$ cat src/rtl/sram_timing_monitor.sv
module sram_timing_monitor #(
  parameter int AW          = 20,
  parameter int DW          = 16,
  parameter int CW          = 16,
  parameter int CNT_W       = 16,
  parameter int T_WP_MIN    = 13,
  parameter int T_DW_MIN    = 5,
  parameter int T_CW_MIN    = 15,
  parameter int T_AW_MIN    = 15,
  parameter int T_AS_MIN    = 0,
  parameter int T_CYC_MIN   = 18,
  parameter int T_CYC_MAX   = 10000,
  parameter int T_FAST      = 25,
  parameter int T_BURST_MAX = 10000,
  localparam int NRULE      = 9
) (
  input  logic             clk,
  input  logic             rst_n,
  input  logic             clr,
  input  logic             cs_n,
  input  logic             we_n,
  input  logic             lb_n,
  input  logic             ub_n,
  input  logic             zz_n,
  input  logic [AW-1:0]    addr,
  input  logic [DW-1:0]    data,
  output logic [NRULE-1:0] err_flags,
  output logic [CNT_W-1:0] err_count
);

  localparam int EVW = $clog2(NRULE + 1);
  localparam logic [CW-1:0] L_WP    = CW'(T_WP_MIN);
  localparam logic [CW-1:0] L_DW    = CW'(T_DW_MIN);
  localparam logic [CW-1:0] L_CW    = CW'(T_CW_MIN);
  localparam logic [CW-1:0] L_AW    = CW'(T_AW_MIN);
  localparam logic [CW-1:0] L_CMIN  = CW'(T_CYC_MIN);
  localparam logic [CW-1:0] L_CMAX  = CW'(T_CYC_MAX);
  localparam logic [CW-1:0] L_FAST  = CW'(T_FAST);
  localparam logic [CW-1:0] L_BURST = CW'(T_BURST_MAX);

  function automatic logic [CW-1:0] sinc(input logic [CW-1:0] v);
    return (&v) ? v : v + 1'b1;
  endfunction

  logic          s_cs_n, s_we_n, s_byte, s_zz_n, p_zz_n, win_p;
  logic [AW-1:0] s_addr, p_addr;
  logic [DW-1:0] s_data, p_data;

  always_ff @(posedge clk or negedge rst_n) begin
    if (!rst_n) begin
      s_cs_n <= 1'b1;
      s_we_n <= 1'b1;
      s_byte <= 1'b0;
      s_zz_n <= 1'b0;
      p_zz_n <= 1'b0;
      s_addr <= '0;
      p_addr <= '0;
      s_data <= '0;
      p_data <= '0;
      win_p  <= 1'b0;
    end else begin
      s_cs_n <= cs_n;
      s_we_n <= we_n;
      s_byte <= ~lb_n | ~ub_n;
      s_zz_n <= zz_n;
      p_zz_n <= s_zz_n;
      s_addr <= addr;
      p_addr <= s_addr;
      s_data <= data;
      p_data <= s_data;
      win_p  <= win_s;
    end
  end

  logic act, win_s, start, fin, a_chg, d_chg;
  assign act   = s_zz_n & ~s_cs_n;
  assign win_s = act & ~s_we_n & s_byte;
  assign start = win_s & ~win_p;
  assign fin   = win_p & ~win_s & s_zz_n;
  assign a_chg = s_addr != p_addr;
  assign d_chg = s_data != p_data;

  logic [CW-1:0] wp_cnt, cs_age, a_age, d_age, cyc_cnt, run_cnt;
  logic          cyc_ok;

  always_ff @(posedge clk or negedge rst_n) begin
    if (!rst_n) begin
      wp_cnt  <= '0;
      cs_age  <= '0;
      a_age   <= '0;
      d_age   <= '0;
      cyc_cnt <= '0;
      cyc_ok  <= 1'b0;
      run_cnt <= '0;
    end else begin
      wp_cnt  <= start ? CW'(1) : (win_s ? sinc(wp_cnt) : wp_cnt);
      cs_age  <= act ? sinc(cs_age) : '0;
      a_age   <= a_chg ? '0 : sinc(a_age);
      d_age   <= d_chg ? '0 : sinc(d_age);
      cyc_cnt <= (!act || a_chg) ? '0 : sinc(cyc_cnt);
      cyc_ok  <= !act ? 1'b0 : (a_chg ? 1'b1 : cyc_ok);
      run_cnt <= (!act || cyc_cnt > L_FAST) ? '0 : sinc(run_cnt);
    end
  end

  logic [NRULE-1:0] ev;
  logic             ev_as;

  if (T_AS_MIN > 0) begin : g_as
    localparam logic [CW-1:0] L_AS = CW'(T_AS_MIN);
    assign ev_as = start & (a_age < L_AS);
  end else begin : g_noas
    assign ev_as = 1'b0;
  end

  assign ev[0] = fin & (wp_cnt < L_WP);
  assign ev[1] = fin & (d_age < L_DW);
  assign ev[2] = fin & (cs_age < L_CW);
  assign ev[3] = fin & (a_age < L_AW);
  assign ev[4] = ev_as;
  assign ev[5] = win_s & win_p & a_chg;
  assign ev[6] = act & a_chg & cyc_ok & (cyc_cnt < L_CMIN);
  assign ev[7] = act & ~a_chg & (cyc_cnt == L_CMAX);
  assign ev[8] = act & (run_cnt == L_BURST);

  logic [EVW-1:0] n_ev;
  always_comb begin
    n_ev = '0;
    for (int i = 0; i < NRULE; i++) n_ev = n_ev + EVW'(ev[i]);
  end

  logic [CNT_W:0] sum;
  assign sum = {1'b0, err_count} + (CNT_W+1)'(n_ev);

  always_ff @(posedge clk or negedge rst_n) begin
    if (!rst_n) begin
      err_flags <= '0;
      err_count <= '0;
    end else if (clr) begin
      err_flags <= '0;
      err_count <= '0;
    end else begin
      err_flags <= err_flags | ev;
      err_count <= sum[CNT_W] ? '1 : sum[CNT_W-1:0];
    end
  end

  assert_clear_R1: assert property (@(posedge clk) disable iff (!rst_n)
    clr |=> (err_flags == '0 && err_count == '0));

  assert_sticky_R11: assert property (@(posedge clk) disable iff (!rst_n)
    !clr |=> ((err_flags & $past(err_flags)) == $past(err_flags)));

  assert_count_mono_R11: assert property (@(posedge clk) disable iff (!rst_n)
    !clr |=> err_count >= $past(err_count));

  assert_flag_counted_R11: assert property (@(posedge clk) disable iff (!rst_n)
    (err_flags != '0) |-> (err_count != '0));

  assert_quiet_asleep_R12: assert property (@(posedge clk) disable iff (!rst_n)
    (!clr && !s_zz_n && !p_zz_n) |=> err_count == $past(err_count));

endmodule

$ cat config.mk
export PLATFORM = sky130hd
export DESIGN_NAME = sram_timing_monitor
export DESIGN_NICKNAME = d
export VERILOG_FILES = /design/src/rtl/sram_timing_monitor.sv
export SDC_FILE = /design/constraint.sdc
export NUM_CORES = 1
export LEC_CHECK = 0
export CELL_PAD_IN_SITES_DETAIL_PLACEMENT = 1
export CELL_PAD_IN_SITES_GLOBAL_PLACEMENT = 2
export CORE_UTILIZATION = 40
export CTS_CLUSTER_DIAMETER = 120
export CTS_CLUSTER_SIZE = 12
export DETAILED_ROUTE_END_ITERATION = 10
export DONT_BUFFER_PORTS = 1
export PLACE_DENSITY = 0.79
export RECOVER_POWER = 100
export SLEW_MARGIN = 20
export SYNTH_ARGS = -nofsm -noshare
export SYNTH_HDL_FRONTEND = slang
export SYNTH_SLANG_ARGS = --single-unit
$ cat constraint.sdc
create_clock -name clk -period 5.85 [get_ports clk]
set_clock_uncertainty 0.05 [all_clocks]
set_input_delay 0.8775 -clock clk [delete_from_list [all_inputs] [get_ports clk]]
set_output_delay 0.8775 -clock clk [all_outputs]
set_load 0.03 [all_outputs]
==> metrics.txt, run 1 <==
initial antenna violation count=1; routed len/inst=17.7 um; vias in the first global route=6,792; fraction of layout cells with a size suffix above 1=0.0550; fin cells=between 1,000 and 1,500; failing checks=capacitance limit, slew limit; Multi-input gate area=0.00396 mm^2; Pleak=4.16 nW; Max IR drop VDD=around 0.15 mV; top-count cell post-synth=dfrtp_1; Net Count, Synth=roughly 930; Synth top area share=0.533; Worst-path clk slew=0.09 ns; drt first pass iters=4; pwr dens=272 mW/mm^2; GRT Total Usage=0.186; I/O pins=69; Die H=154 um; WS Path Type=reg2reg; Worst Setup Start Kind=flop; f_max=0.191 GHz; sequential cell area=0.00496 mm^2; worst min-delay path class=in2async; Clk Latency, worst-skew pair=roughly 0.44 ns; placed inst area=0.00943 mm^2; Horiz. Die Dim=154 um; Psw=705 uW; starting DRC count in detailed routing=a little over 300; Post-DRT Antenna Nets=0; maxcap violations=2; Final Hold Vio Count=0; asr flop ratio synth=1.00; Avg Cell Area, Syn=10.6 um^2; Distinct cells, synth=65; # hold bufs at CTS=0; final WL=20.4 mm; die footprint=0.0236 mm^2; Post-Syn Area=just over 0.009 mm^2; cell mode on critical path=fa_1; Layout area overhead=9.12%; post-synthesis cell count=867; Synth area leaders=dfrtp_1, xor2_1, xnor2_1; Clock power frac=0.457; Logic pwr share=0.021; Initial Util=0.408; TritonCTS clock tree=yes; YS warnings=0; Post-synth EDFFs=0; DRC Markers=0; Root Driver=clkbuf_16; Final Cell Area=0.0100 mm^2; number of vias per cell=5.58; Slowest-stage cell, CP=clkbuf_1; row cnt=between 50 and 60; total CTS buffers=17; most common flop cell mapped by yosys=dfrtp_1; DP Cell Count=roughly 1,100; DR vias=6,457; clock tree buffer depth=2; post-CTS sizing=0; critical-path cell list=nand2b_1 -> clkbuf_1 -> nor4_1 -> nand4_1 -> fa_1 -> inv_1 -> fa_1 -> fa_1 -> fa_1 -> a21o_1 -> a21oi_1 -> nand4b_1 -> nor3_1 -> a211oi_1; Final period util=0.897; PortBufs=0; # nets final=926; status=complete, but fails checks; Max Slew Vio Count=48; fin crit period=5.25 ns; setup bufs post-CTS=0; Setup crit end kind=flop; Post-Route Setup TNS=0 ns; switching part of the total=0.258; CP Data Required Time=6.15 ns; sequential share of power=0.522; Critical Path Fanout Max=30; RSZ-0062 raised after global routing=false; crit-path max cell delay=1.09 ns; crit path DAT=about 5.6 ns; core area=0.0226 mm^2; first-pass GRT wire length=35.3 mm; clk sinks=198; Synth area leader=dfrtp_1; Max H-tree Level=4; Final HPWL DP=13.6 mm; Slew HR=-0.0907; Final setup viols=0; Post-synth top cells=dfrtp_1, nor2_1, xor2_1; Seq/Total Area, Yosys=0.539; number of fill cells=2,469; largest net degree at the start of global routing=199; Final Power=between 2 and 3 mW; Pint=2.03 mW; gpl congestion=approximately 0.75; register bit count reported by yosys=198; slew at the pin closest to its max-slew limit=around 1.6 ns; GRT overflow=0
## power by group through the flow
stage	registers (mW)	clock network (mW)	logic (mW)
2_1_floorplan	1.45	0	0.0481
3_3_place_gp	1.45	0	0.0562
3_5_place_dp	1.46	0	0.0571
4_1_cts	1.43	1.29	0.0583
5_1_grt	1.43	1.34	0.0665
6_report	1.43	1.25	0.0566
## worst max-delay path: cells and delay by family (launching register included)
family,cells,cell delay (ns)
buffers and inverters,2,1.18
adders and majority gates,4,1.74
DFF,1,0.56
and+or+nand+nor,5,0.73
AOI/OAI and AO/OA,3,0.91
## metrics by stage
stage,worst slack (ns),hold slack [ns],utilization
after floorplan,1.15,0.322,-
after global placement,0.715,0.326,0.418
after detailed placement,0.611,0.331,0.418
after CTS,0.588,0.0634,0.446
after global routing,0.0892,0.0554,0.445
final,0.603,0.0843,0.445
## cell type report
class	instances	share of cell area
clock buffer	17	0.0424
antenna	1	0.000249
tap	285	0.0355
clock inverter	15	0.0223
multi-input combinational	613	0.394
sequential	198	0.494
inverter	25	0.00934
timing repair buffer	4	0.00224
## final timing paths
path	endpoint	from	slack, ns	depth (start not counted)
setup / recovery	err_count[14]	s_cs_n	0.60	14
hold / removal	p_data[13]	rst_n	0.08	0
setup reg to reg	err_count[14]	s_cs_n	0.60	14
hold reg to reg	p_addr[15]	s_addr[15]	0.35	0
max in group asynchronous	d_age[12]	rst_n	5.03	0
min in group clk	p_addr[15]	s_addr[15]	0.35	0
## layout by cell type, fill, tap and decap left out, types with 19 or more instances in the layout
cell type / netlist / layout
xnor2_1: 45 / 45
nor4_1: 26 / 26
and3_1: 20 / 20
nor2_1: 96 / 96
nor3_1: 40 / 42
nand2_1: 46 / 46
nand3_1: 51 / 51
xor2_1: 57 / 57
dfrtp_1: 196 / 196
o21ai_0: 17 / 19
a21oi_1: 39 / 39
nand4_1: 28 / 28
inv_1: 25 / 25
## cell families after synthesis
logic type,synth area share
AND/OR/NAND/NOR,0.207
flip-flops,0.539
AO/OA/AOI/OAI,0.0843
XOR/XNOR,0.0971
buffers and inverters,0.0279
adder cells (fa/ha/maj),0.0353
multiplexers,0.00979
other,0.000407
## metal layers
metal	vias to the layer above	global-route usage	part of all wire	wire (um)
met5	-	0	0	0
met4	0	0.0481	0.011	223
met3	13	0.0358	0.026	534
met2	69	0.300	0.48	9790
met1	3303	0.256	0.48	9890
li1	3072	-	-	-
## registers in the layout, indices dropped and copies added (netlist names)
name / cells
s_data: 16
s_cs_n: 1
s_we_n: 1
wp_cnt: 16
win_p: 1
cyc_cnt: 16
p_data: 16
s_addr: 20
cyc_ok: 1
d_age: 16
err_count: 16
s_zz_n: 1
s_byte: 1
cs_age: 16
a_age: 16
p_addr: 20
err_flags: 8
run_cnt: 16
Power figures use the tool's default switching activity.
==> run 2, diff against run 1 <==
PLACE_DENSITY = 0.77   (was 0.79)
==> run 2 against run 1 <==
Compared with the run above: the flow still finishes with violations (capacitance limit, slew limit); hold slack got worse by 0.017 ns; critical path depth increased by 1; clock power about the same; global-route usage increased by 0.46 points; sequential cell count unchanged; final cell count about the same; worst setup slack improved by 0.064 ns; core utilization increased by 0.072 points.
==> metrics.txt, run 2 (synthesis results as in run 1) <==
die footprint=0.0236 mm^2 (unchanged); drt first pass iters=4 (unchanged); routed len/inst=18.1 um (+2.8%); Final HPWL DP=14.3 mm (+5.1%); DP Cell Count=1,127 (+0.18%); clock tree buffer depth=2 (unchanged); initial antenna violation count=0 (-1); slew at the pin closest to its max-slew limit=1.63 ns (+0.00683 ns); Root Driver=clkbuf_16; worst min-delay path class=in2async; Clk Latency, worst-skew pair=0.45 ns (about the same); Post-DRT Antenna Nets=0 (unchanged); Slowest-stage cell, CP=fa_1; Max Slew Vio Count=17 (-65%); clk sinks=198 (unchanged); CP Data Required Time=6.10 ns (-0.05 ns); TritonCTS clock tree=yes; number of vias per cell=5.60 (+0.52%); WP buf/inv=4 (+2); setup ws final=0.667 ns (+0.0640 ns); PortBufs=0 (unchanged); commonest cells after routing, fill and taps aside=dfrtp_1, nor2_1, xor2_1; worst slack at placement=0.781 ns (+0.169 ns); Setup crit end kind=flop; Final setup viols=0 (unchanged); setup bufs post-CTS=0 (unchanged); I/O pins=69 (unchanged); gpl congestion=0.837 (+12%); Worst-path clk slew=0.09 ns (about the same); starting DRC count in detailed routing=343 (+11%); Final Cell Area=0.0101 mm^2 (+0.16%); DRC Markers=0 (unchanged); Slew HR=-0.0953 (-0.00459); Initial Util=0.408 (unchanged); row cnt=55 (unchanged); commonest non-fill, non-tap cell in the layout=dfrtp_1; Layout area overhead=9.30%; R2R cell count=15 (+1); pwr dens=273 mW/mm^2 (about the same); critical-path cell list=inv_1 -> o311ai_0 -> buf_4 -> nor2_1 -> fa_1 -> inv_1 -> fa_1 -> inv_1 -> fa_1 -> fa_1 -> fa_1 -> a21o_1 -> a21oi_1 -> or4b_1 -> a21oi_1; total CTS buffers=17 (unchanged); post-CTS sizing=0 (unchanged); Critical Path Stages=15 (+1); RSZ-0062 raised after global routing=false; crit-path max cell delay=0.53 ns (-0.56 ns); Post-Route Setup TNS=0 ns (unchanged); Final Util=0.446 (+0.000720); fraction of layout cells with a size suffix above 1=0.0584 (+0.00331); critical path's top delay family=adder cells; Final period util=0.886 (-0.0109); Worst Setup Start Kind=flop; # nets final=928 (+0.22%); Max H-tree Level=4 (unchanged); maxcap violations=1 (-1); failing checks=capacitance limit, slew limit; GRT overflow=0 (unchanged); Max IR drop VDD=0.183 mV (+18%); Die H=154 um (unchanged); # hold bufs at CTS=0 (unchanged); placed inst area=0.00944 mm^2 (+0.16%); fin crit period=5.18 ns (-0.0640 ns); final WL=21.0 mm (+2.9%); GRT Total Usage=0.190 (+0.00464); cell mode on critical path=fa_1; largest registers=p_addr x20, s_addr x20; crit path DAT=5.44 ns (-0.11 ns); Pleak=4.16 nW (+0.22%); DR vias=6,496 (+0.60%); fin cells=1,159 (+0.086%); Horiz. Die Dim=154 um (unchanged); core area=0.0226 mm^2 (unchanged); ANT cells=0 (-1); vias in the first global route=7,034 (+3.6%); f_max=0.193 GHz (+1.2%); largest net degree at the start of global routing=199 (unchanged); status=complete, but fails checks; WS Path Type=reg2reg; Critical Path Fanout Max=13 (-57%); first-pass GRT wire length=36.3 mm (+2.8%); Final Hold Vio Count=0 (unchanged)
-- run 2: cell types whose count changed in the layout (fill, tap and decap cells not counted), sizes merged --
cell    previous run  this run
buf                2         5
clkbuf            19        18
clkinv             6         7
diode              1         0
inv               34        33
-- run 2: area by class of cell --
cell class,instances,area (um^2)
clock inverter,15,224
sequential,198,4960
timing repair buffer,6,41.3
fill,2471,12500
inverter,25,93.8
tap,285,357
multi-input combinational,613,3960
clock buffer,17,425
-- run 2: path summary, 6_finish.rpt --
kind	from	endpoint	slack (ns)
hold / removal	rst_n	p_data[12]	0.07
max in group asynchronous	rst_n	s_we_n	5.39
min in group clk	s_data[7]	p_data[7]	0.34
hold reg to reg	s_data[7]	p_data[7]	0.34
setup / recovery	s_byte	err_count[9]	0.67
setup reg to reg	s_byte	err_count[9]	0.67
-- run 2: stage by stage --
| stage | total power [mW] | hold slack, ns |
|---|---|---|
| after global placement | 1.51 | 0.332 |
| final | 2.74 | 0.0671 |
| after detailed placement | 1.52 | 0.330 |
| after global routing | 2.83 | 0.0407 |
| after floorplan | 1.50 | 0.322 |
| after CTS | 2.78 | 0.0502 |
-- run 2: where the power goes --
part           internal (mW)  total [mW]  leakage (nW)  switching, mW
clock network          0.605        1.25         0.309          0.649
registers               1.40        1.43          2.58         0.0295
logic                 0.0258      0.0582          1.28         0.0324
-- run 2: routing by layer --
| layer | up-vias | global-route usage | share of wire |
|---|---|---|---|
| met2 | 68 | 0.312 | 0.49 |
| met4 | 0 | 0.0581 | 0.016 |
| li1 | 3064 | - | - |
| met5 | - | 0 | 0 |
| met1 | 3338 | 0.255 | 0.47 |
| met3 | 26 | 0.0375 | 0.024 |
==> run 3, diff against run 2 <==
CORE_MARGIN = 1.5   (was not set)
==> run 3 against run 2 <==
Compared with the run above: the run still ends with capacitance limit, slew limit left; highest routed layer unchanged; die area grew 1.3%; hold slack gained 0.0055 ns; largest cell class unchanged; critical path type unchanged; register-to-register slack gained 0.02 ns; sequential cell count is the same.
==> metrics.txt, run 3 (synthesis results as in run 1) <==
status=complete, but fails checks; failing checks=capacitance limit, slew limit; Post-Route Setup TNS=0 ns (unchanged); R2R cell count=16 (+1); commonest non-fill, non-tap cell in the layout=dfrtp_1; DRC Markers=0 (unchanged); sequential share of power=0.530 (+0.008); I/O pins=69 (unchanged); vias in the first global route=7,054 (+0.28%); GR Util met1=0.237 (-0.0174); RSZ-0062 raised after global routing=false; worst min-delay path class=in2async; maxcap violations=1 (unchanged); starting DRC count in detailed routing=306 (-11%); Max H-tree Level=4 (unchanged); Worst R2R End=err_count[14]; row cnt=55 (unchanged); Die H=155 um (+0.65%); clock tree buffer depth=2 (unchanged); Crit Reg-Reg Startpoint=s_byte; post-CTS sizing=0 (unchanged); Worst-path clk slew=0.08 ns (about the same); clk sinks=198 (unchanged); Logic pwr share=0.022 (about the same); crit path DAT=5.46 ns (+0.02 ns); GR peak layer=met2; largest net degree at the start of global routing=199 (unchanged); Setup crit end=err_count[14]; Pleak=4.14 nW (-0.54%); Final period util=0.882 (-0.00376); Root Driver=clkbuf_16; fin crit period=5.16 ns (-0.0220 ns); Final setup viols=0 (unchanged); die footprint=0.0239 mm^2 (+1.3%); Max IR drop VDD=0.138 mV (-25%); Max Slew Vio Count=17 (unchanged); Layout area overhead=8.92%; Critical Path Fanout Max=8 (-5); Slew HR=-0.165 (-0.0693); slew at the pin closest to its max-slew limit=1.73 ns (+0.103 ns); TritonCTS clock tree=yes; first-pass GRT wire length=35.9 mm (-0.89%); CP startpoint=s_byte; GRT overflow=0 (unchanged); largest registers=p_addr x20, s_addr x20; switching part of the total=0.243 (-0.0163); gpl congestion=0.801 (-4.2%); flop2flop setup slack=0.69 ns (+0.02 ns); fraction of layout cells with a size suffix above 1=0.0607 (+0.00236); setup bufs post-CTS=0 (unchanged); commonest cells after routing, fill and taps aside=dfrtp_1, nor2_1, xor2_1; ANT cells=0 (unchanged); Initial Util=0.407 (-0.00124); WS Path Type=reg2reg; f_max=0.194 GHz (+0.43%); met3 Track Usage GR=0.0384 (+0.000900); routed len/inst=18.3 um (+0.96%); total CTS buffers=17 (unchanged); met2 Use GR=0.320 (+0.00834); Pint=2.04 mW (+0.56%); GRT Total Usage=0.187 (-0.00382); DR vias=6,531 (+0.54%); final WL=21.2 mm (+0.87%); drt first pass iters=5 (+1); pwr dens=269 mW/mm^2 (-1.3%); Final Hold Vio Count=0 (unchanged); CP Data Required Time=6.15 ns (+0.05 ns); number of vias per cell=5.64 (+0.63%); # hold bufs at CTS=0 (unchanged); Worst Setup Start Kind=flop; initial antenna violation count=0 (unchanged); Psw=655 uW (-7.8%); core area=0.0226 mm^2 (+0.31%); # nets final=927 (-0.11%); PortBufs=0 (unchanged); Post-DRT Antenna Nets=0 (unchanged); Clock power frac=0.448 (-0.009); Setup crit end kind=flop; Final HPWL DP=14.5 mm (+1.4%); Clk Latency, worst-skew pair=0.44 ns (about the same); Horiz. Die Dim=155 um (+0.65%); Final Power=2.70 mW (-1.6%)
## run 3: cell count changes in the layout (fill, tap and decap cells not counted), sizes merged
cell | before | now
buf | 5 | 3
bufinv | 0 | 1
clkbuf | 18 | 19
clkinv | 7 | 4
clkinvlp | 0 | 2
## run 3: final cells by class
class	count	area [um^2]
clock buffer	17	425
clock inverter	15	183
fill	2507	12600
inverter	25	93.8
multi-input combinational	613	3980
sequential	198	4960
tap	285	357
timing repair buffer	5	30.0
## run 3: per-layer routing
layer  up-vias  share of wire
met2        72           0.50
met3        28          0.026
met1      3365           0.45
li1       3066              -
met5         -              0
met4         0          0.020
## run 3: power groups by stage
stage / Clock, mW / Sequential (mW) / Combinational (mW)
floorplan: 0 / 1.45 / 0.0481
global placement: 0 / 1.46 / 0.0575
detailed placement: 0 / 1.46 / 0.0595
CTS: 1.25 / 1.43 / 0.0604
global route: 1.30 / 1.43 / 0.0684
finish: 1.21 / 1.43 / 0.0586
## run 3: how the worst min path moves through the flow
stage,to,start
global route,p_data[0],rst_n
finish,p_data[0],rst_n
CTS,p_data[0],rst_n
detailed placement,p_data[11],s_data[11]
global placement,p_addr[9],s_addr[9]
floorplan,p_addr[0],s_addr[0]
## run 3: worst max-delay path, stage by stage (launching register included)
cell	delay [ns]
dfrtp_1	0.35
inv_1	0.04
o311ai_0	0.36
clkbuf_1	0.31
nor2_1	0.15
fa_1	0.52
inv_1	0.06
fa_1	0.53
inv_1	0.05
fa_1	0.50
fa_1	0.47
fa_1	0.43
a21o_1	0.20
a21oi_1	0.54
nand4b_1	0.22
nor3_1	0.06
a211oi_1	0.23
## run 3: metrics by stage
step | std cells | cell area (um^2) | hold WS (ns) | util | setup slack, ns
3_3_place_gp | 1126 | 9440 | 0.329 | 0.417 | 0.920
2_1_floorplan | 867 | 9200 | 0.322 | - | 1.15
5_1_grt | 1158 | 10000 | 0.0512 | 0.443 | 0.286
4_1_cts | 1158 | 10000 | 0.0562 | 0.444 | 0.788
3_5_place_dp | 1126 | 9440 | 0.333 | 0.417 | 0.813
6_report | 1158 | 10000 | 0.0726 | 0.443 | 0.689
